`src/rtl/bcd_cal_pkg.sv`:
```
package bcd_cal_pkg;
   localparam int WORD_W = 32;

   typedef struct packed {
      logic [1:0] hr_t;
      logic [3:0] hr_u;
      logic [2:0] mn_t;
      logic [3:0] mn_u;
      logic [2:0] sc_t;
      logic [3:0] sc_u;
   } tod_t;

   typedef struct packed {
      logic [3:0] yr_t;
      logic [3:0] yr_u;
      logic [2:0] wkd;
      logic       mo_t;
      logic [3:0] mo_u;
      logic [1:0] dy_t;
      logic [3:0] dy_u;
   } cal_t;

   function automatic logic [WORD_W-1:0] tod_to_word(tod_t t);
      return {10'b0, t.hr_t, t.hr_u, 1'b0, t.mn_t, t.mn_u, 1'b0, t.sc_t, t.sc_u};
   endfunction

   function automatic tod_t word_to_tod(logic [WORD_W-1:0] w);
      tod_t t;
      t.hr_t = w[21:20]; t.hr_u = w[19:16];
      t.mn_t = w[14:12]; t.mn_u = w[11:8];
      t.sc_t = w[6:4];   t.sc_u = w[3:0];
      return t;
   endfunction

   function automatic logic [WORD_W-1:0] cal_to_word(cal_t c);
      return {8'b0, c.yr_t, c.yr_u, c.wkd, c.mo_t, c.mo_u, 2'b0, c.dy_t, c.dy_u};
   endfunction

   function automatic cal_t word_to_cal(logic [WORD_W-1:0] w);
      cal_t c;
      c.yr_t = w[23:20]; c.yr_u = w[19:16];
      c.wkd  = w[15:13]; c.mo_t = w[12];
      c.mo_u = w[11:8];  c.dy_t = w[5:4];
      c.dy_u = w[3:0];
      return c;
   endfunction
endpackage

```
`src/rtl/bcd_cal_tod.sv`:
```
module bcd_cal_tod
   import bcd_cal_pkg::*;
(
   input  logic clk,
   input  logic rst_n,
   input  logic step,
   input  logic load,
   input  tod_t load_val,
   output tod_t cur,
   output logic day_carry
);
   tod_t nxt;
   logic sc_end, mn_end, hr_end;

   assign sc_end = (cur.sc_u == 4'd9) && (cur.sc_t == 3'd5);
   assign mn_end = (cur.mn_u == 4'd9) && (cur.mn_t == 3'd5);
   assign hr_end = (cur.hr_u == 4'd3) && (cur.hr_t == 2'd2);
   assign day_carry = step && sc_end && mn_end && hr_end;

   always_comb begin
      nxt = cur;
      if (cur.sc_u != 4'd9) nxt.sc_u = cur.sc_u + 4'd1;
      else begin
         nxt.sc_u = 4'd0;
         if (!sc_end) nxt.sc_t = cur.sc_t + 3'd1;
         else begin
            nxt.sc_t = 3'd0;
            if (cur.mn_u != 4'd9) nxt.mn_u = cur.mn_u + 4'd1;
            else begin
               nxt.mn_u = 4'd0;
               if (!mn_end) nxt.mn_t = cur.mn_t + 3'd1;
               else begin
                  nxt.mn_t = 3'd0;
                  if (hr_end) begin
                     nxt.hr_t = 2'd0;
                     nxt.hr_u = 4'd0;
                  end else if (cur.hr_u == 4'd9) begin
                     nxt.hr_u = 4'd0;
                     nxt.hr_t = cur.hr_t + 2'd1;
                  end else begin
                     nxt.hr_u = cur.hr_u + 4'd1;
                  end
               end
            end
         end
      end
   end

   always_ff @(posedge clk) begin
      if (!rst_n)    cur <= '0;
      else if (load) cur <= load_val;
      else if (step) cur <= nxt;
   end
endmodule

```
`src/rtl/bcd_cal_date.sv`:
```
module bcd_cal_date
   import bcd_cal_pkg::*;
#(
   parameter int WEEK_DAYS = 7,
   parameter bit LEAP_EN   = 1'b1
)(
   input  logic clk,
   input  logic rst_n,
   input  logic step,
   input  logic load,
   input  cal_t load_val,
   output cal_t cur
);
   localparam logic [2:0] WD_LAST = 3'(WEEK_DAYS - 1);

   cal_t       nxt;
   logic [3:0] mo_bin;
   logic [6:0] yr_bin;
   logic       leap;
   logic [5:0] last_day;
   logic       at_end;

   assign mo_bin = cur.mo_t ? (cur.mo_u + 4'd10) : cur.mo_u;
   assign yr_bin = {3'b0, cur.yr_t} * 7'd10 + {3'b0, cur.yr_u};

   generate
      if (LEAP_EN) begin : g_leap
         assign leap = (yr_bin[1:0] == 2'b00);
      end else begin : g_noleap
         assign leap = 1'b0;
      end
   endgenerate

   always_comb begin
      case (mo_bin)
         4'd2:                      last_day = leap ? 6'h29 : 6'h28;
         4'd4, 4'd6, 4'd9, 4'd11:   last_day = 6'h30;
         default:                   last_day = 6'h31;
      endcase
   end

   assign at_end = ({cur.dy_t, cur.dy_u} == last_day);

   always_comb begin
      nxt = cur;
      nxt.wkd = (cur.wkd >= WD_LAST) ? 3'd0 : cur.wkd + 3'd1;
      if (!at_end) begin
         if (cur.dy_u == 4'd9) begin
            nxt.dy_u = 4'd0;
            nxt.dy_t = cur.dy_t + 2'd1;
         end else begin
            nxt.dy_u = cur.dy_u + 4'd1;
         end
      end else begin
         nxt.dy_t = 2'd0;
         nxt.dy_u = 4'd1;
         if (cur.mo_t && cur.mo_u == 4'd2) begin
            nxt.mo_t = 1'b0;
            nxt.mo_u = 4'd1;
            if (cur.yr_u != 4'd9) nxt.yr_u = cur.yr_u + 4'd1;
            else begin
               nxt.yr_u = 4'd0;
               nxt.yr_t = (cur.yr_t == 4'd9) ? 4'd0 : cur.yr_t + 4'd1;
            end
         end else if (cur.mo_u == 4'd9) begin
            nxt.mo_t = 1'b1;
            nxt.mo_u = 4'd0;
         end else begin
            nxt.mo_u = cur.mo_u + 4'd1;
         end
      end
   end

   always_ff @(posedge clk) begin
      if (!rst_n) begin
         cur      <= '0;
         cur.mo_u <= 4'd1;
         cur.dy_u <= 4'd1;
      end else if (load) cur <= load_val;
      else if (step)     cur <= nxt;
   end
endmodule

```
`src/rtl/bcd_cal_reader.sv`:
```
module bcd_cal_reader
   import bcd_cal_pkg::*;
(
   input  logic              clk,
   input  logic              rst_n,
   input  logic              rd_en,
   input  logic              addr,
   input  logic [WORD_W-1:0] tod_word,
   input  logic [WORD_W-1:0] cal_word,
   output logic [WORD_W-1:0] rd_data,
   output logic              rd_valid,
   output logic              locked
);
   logic [WORD_W-1:0] snap;

   always_ff @(posedge clk) begin
      if (!rst_n) begin
         rd_data  <= '0;
         rd_valid <= 1'b0;
         locked   <= 1'b0;
         snap     <= '0;
      end else begin
         rd_valid <= rd_en;
         if (rd_en) begin
            if (!addr) begin
               rd_data <= tod_word;
               snap    <= cal_word;
               locked  <= 1'b1;
            end else begin
               rd_data <= locked ? snap : cal_word;
               locked  <= 1'b0;
            end
         end
      end
   end
endmodule

```
`src/rtl/bcd_calendar.sv`:
```
module bcd_calendar
   import bcd_cal_pkg::*;
#(
   parameter int WEEK_DAYS = 7,
   parameter bit LEAP_EN   = 1'b1
)(
   input  logic              clk,
   input  logic              rst_n,
   input  logic              tick_1hz,
   input  logic              init_mode,
   input  logic              addr,
   input  logic              wr_en,
   input  logic [WORD_W-1:0] wr_data,
   input  logic              rd_en,
   output logic [WORD_W-1:0] rd_data,
   output logic              rd_valid
);
   generate
      if (WEEK_DAYS < 2 || WEEK_DAYS > 8) begin : g_bad_week
         $error("WEEK_DAYS must lie in 2..8");
      end
   endgenerate

   tod_t tod_q;
   cal_t cal_q;
   logic step, load_tod, load_cal, day_carry, locked;

   assign step     = tick_1hz & ~init_mode;
   assign load_tod = wr_en & init_mode & ~addr;
   assign load_cal = wr_en & init_mode &  addr;

   bcd_cal_tod tod_i (
      .clk(clk), .rst_n(rst_n), .step(step), .load(load_tod),
      .load_val(word_to_tod(wr_data)), .cur(tod_q), .day_carry(day_carry)
   );

   bcd_cal_date #(.WEEK_DAYS(WEEK_DAYS), .LEAP_EN(LEAP_EN)) date_i (
      .clk(clk), .rst_n(rst_n), .step(day_carry), .load(load_cal),
      .load_val(word_to_cal(wr_data)), .cur(cal_q)
   );

   bcd_cal_reader rd_i (
      .clk(clk), .rst_n(rst_n), .rd_en(rd_en), .addr(addr),
      .tod_word(tod_to_word(tod_q)), .cal_word(cal_to_word(cal_q)),
      .rd_data(rd_data), .rd_valid(rd_valid), .locked(locked)
   );
endmodule

```
`config.mk`:
```
export PLATFORM = sky130hd
export DESIGN_NAME = bcd_calendar
export DESIGN_NICKNAME = d
export VERILOG_FILES = /design/src/rtl/bcd_cal_pkg.sv /design/src/rtl/bcd_cal_tod.sv /design/src/rtl/bcd_cal_date.sv /design/src/rtl/bcd_cal_reader.sv /design/src/rtl/bcd_calendar.sv
export SDC_FILE = /design/constraint.sdc
export NUM_CORES = 1
export LEC_CHECK = 0
export CORE_MARGIN = 10
export CORE_UTILIZATION = 45
export DETAILED_ROUTE_END_ITERATION = 7
export GPL_TIMING_DRIVEN = 0
export PLACE_DENSITY = 0.68
export SETUP_SLACK_MARGIN = 0.2
export SYNTH_ARGS = -nofsm -noshare
export SYNTH_HDL_FRONTEND = slang
export SYNTH_SLANG_ARGS = --single-unit
```
`constraint.sdc`:
```
create_clock -name clk -period 3.8 [get_ports clk]
set_clock_uncertainty 0.15 [all_clocks]
set_input_delay 1.14 -clock clk [delete_from_list [all_inputs] [get_ports clk]]
set_output_delay 1.14 -clock clk [all_outputs]
set_load 0.02 [all_outputs]
```
==> key figures <==
GRT
  • Total congestion overflow: 0
  • Initial antenna violation count: 0
  • GRT Overall Usage: 0.1863
  • Number of global-route vias before repair: 4557
  • Global-route wire length before repair: 24.09 mm
  • Largest net degree at the start of global routing: 15

Hold path
  • WHS Endpoint: rd_i.snap[23]
  • WHS Path Cells: 2
  • HP Class: flop to flop
  • Min-delay src: rd_i.snap[23]

Critical path
  • Crit. Startpoint: init_mode
  • CP Max Fanout: 5
  • Critical path's slowest cell: nor4_1
  • R2R depth: 8
  • Kind of cell adding the most delay to the critical path: simple AND/OR/NAND/NOR gates
  • CP max stage delay: 0.51 ns
  • Worst Setup End Kind: flop
  • Req. time, crit path: 3.94 ns
  • Startpoint Class: input port
  • WP data arrival: 3.44 ns
  • R2r endpoint: date_i.cur[7]
  • CP Buf/Inv Count: 1
  • Flop2flop setup slack: 0.77 ns
  • CP cell instances: clkdlybuf4s50_1 > nand2b_1 > nor4_1 > o211ai_2 > or4_1 > o21ai_1 > o21a_1
  • Reg-to-reg startpoint: tod_i.cur[15]
  • Kind of critical path: input port to flop

Yosys
  • Netlist cell types: 67
  • Post-synthesis async set-or-reset flop share: 0
  • Sequential fraction of the synthesis area: 0.3484
  • #FFs+latches synth: 89
  • Synth warn: 0
  • Primary FF master, synth: dfxtp_1
  • Number of synthesized flops with an enable pin: 0
  • Syn Inst Count: 633
  • Mapped Avg Cell Area: 8.078 um^2
  • Mapped Area: 5114 um^2

CTS
  • Clock slew at reported path FFs: 0.06 ns
  • Post-CTS Repair Setup Buffers: 0
  • Clock Sinks: 89
  • CTS tree: built
  • Worst skew pair latency: 0.36 ns
  • CTS Buf Count: 9
  • Cts hold-fix bufs: 0
  • PostCTS Resize Cnt: 0
  • H-tree Lvls: 3
  • CTS Buffer Depth: 2
  • Root buffer cell: clkbuf_16

Power
  • Pleak: 0.002266 uW
  • Pwr Density: 367.8 nW/um^2
  • Peak supply drop: 0.0003534 V
  • Total Power: 2252 uW

Finish
  • Non-Filler Instances: 847
  • Sequential cell area: 1782 um^2
  • Multi-input gate area: 3044 um^2
  • Area delta synth->final: 19.72%
  • Ant diodes: 0
  • Nets@finish: 753
  • Share of cells above drive strength 1: 0.06223
  • Most frequent cells in the layout: dfxtp_1 (89), nand2_1 (77), nor2_1 (56), clkdlybuf4s50_1 (51), mux2i_1 (43)
  • Commonest non-fill, non-tap cell in the layout: dfxtp_1
  • Post-route cell area: 6122 um^2
  • FILL cells: 1049

Placement
  • # placed instances: 832
  • DPL Wire Length: 11.59 mm
  • Port buffer count: 51
  • Placed Area: 5829 um^2
  • Placer Congestion: 0.8751

STA
  • Sum Neg Setup Slack: 0 ns
  • Worst relative slew slack: 0.4284
  • Final worst-path cycle share: 0.8689
  • Fmax: 302.9 MHz
  • RSZ-0062 raised after global routing: false
  • Endpoints failing hold: 0
  • Tightest Pin Transition: 0.8574 ns
  • Final hold slack: 0.3066 ns
  • Slew Limit Fails: 0
  • Post-layout minimum cycle time: 3.302 ns
  • Final setup violation count: 0

Drt
  • ANT nets after route: 0
  • 1st-iter DRT viols: 508
  • DR pass1 iterations: 5
  • Wire per inst: 18.29 um
  • Via density: 5.699
  • Via count: 4827
  • Final WL: 15.49 mm
  • DRC viols: 0

Floorplan
  • Ports: 72
  • Core ar.: 10980 um^2
  • Die Y-Extent: 126.6 um
  • Die area: 16030 um^2
  • Placement Rows: 38
  • Starting density of the core: 0.4656
  • Die Wd: 126.6 um

Outcome
  • Outcome: finished, final reports clean

Job
  • Max cap viols: 0
power breakdown:
part | switching [uW] | leakage, uW | internal (uW)
registers | 32.7 | 0.000725 | 968
clock network | 397 | 0.000148 | 523
logic | 190 | 0.00139 | 142
layer usage:
| metal | vias to the layer above | part of all wire | GRT usage |
|---|---|---|---|
| li1 | 2350 | - | - |
| met2 | 163 | 0.48 | 0.3022 |
| met3 | 29 | 0.064 | 0.05289 |
| met4 | 0 | 0.029 | 0.07167 |
| met1 | 2285 | 0.43 | 0.2282 |
| met5 | - | 0 | 0 |
Yosys cell counts (6+ instances only):
library cell | count | share of area
inv_1 | 19 | 0.014
buf_4 | 10 | 0.015
nor3b_1 | 6 | 0.0088
nand3_1 | 21 | 0.021
and3_1 | 6 | 0.0073
o21ai_1 | 7 | 0.0069
ha_1 | 11 | 0.027
o21ai_0 | 20 | 0.020
a21boi_0 | 21 | 0.031
nand2_1 | 77 | 0.057
nor2b_1 | 31 | 0.038
nor3_1 | 9 | 0.0088
a31oi_1 | 7 | 0.0086
xnor2_1 | 8 | 0.014
mux2i_1 | 43 | 0.084
dfxtp_1 | 89 | 0.35
nor2_1 | 56 | 0.041
and2_1 | 10 | 0.012
clkbuf_1 | 35 | 0.026
a21oi_1 | 42 | 0.041
a211oi_1 | 7 | 0.010
logic make-up after synthesis:
group / synth area share
adders and majority gates: 0.02691
DFF: 0.3484
and+or+nand+nor: 0.2596
AOI/OAI and AO/OA: 0.1975
muxes: 0.08417
other: 0.0007333
xor gates and xnor gates: 0.02055
buffers and inverters: 0.06215
worst register-to-register path, delay by kind of cell (launching register included):
family / cells / cell delay, ns
simple gates: 4 / 1.60
compound gates: 3 / 0.56
flops: 1 / 0.44
fa+ha+maj: 1 / 0.22
layout make-up:
| type | instances | share of cell area |
|---|---|---|
| Clock inverter | 5 | 0.008788 |
| Buffer | 53 | 0.04026 |
| Tap cell | 140 | 0.02861 |
| Timing Repair Buffer | 51 | 0.08338 |
| Sequential cell | 89 | 0.2910 |
| Multi-Input combinational cell | 480 | 0.4972 |
| Inverter | 19 | 0.01165 |
| Clock buffer | 10 | 0.03904 |
registers in the layout (all words and copies together), names as in the netlist:
name           cells
date_i.cur        22
rd_i.locked        1
rd_i.rd_data      23
rd_i.rd_valid      1
rd_i.snap         22
tod_i.cur         20
how the worst max path moves through the flow:
stage	endpoint	slack (ns)	cells after the start
CTS	date_i.cur[7]	0.49	7
floorplan	date_i.cur[16]	1.02	6
finish	date_i.cur[7]	0.50	7
global placement	date_i.cur[7]	0.15	7
detailed placement	date_i.cur[7]	0.15	7
global route	tod_i.cur[5]	0.30	7
stage by stage:
stage,setup WS [ns],util
after detailed placement,0.1538,0.5308
final,0.4983,0.5574
after global routing,0.3015,0.5574
after floorplan,1.017,-
after global placement,0.1462,0.5308
after CTS,0.4887,0.5574
Power figures use the tool's default switching activity.
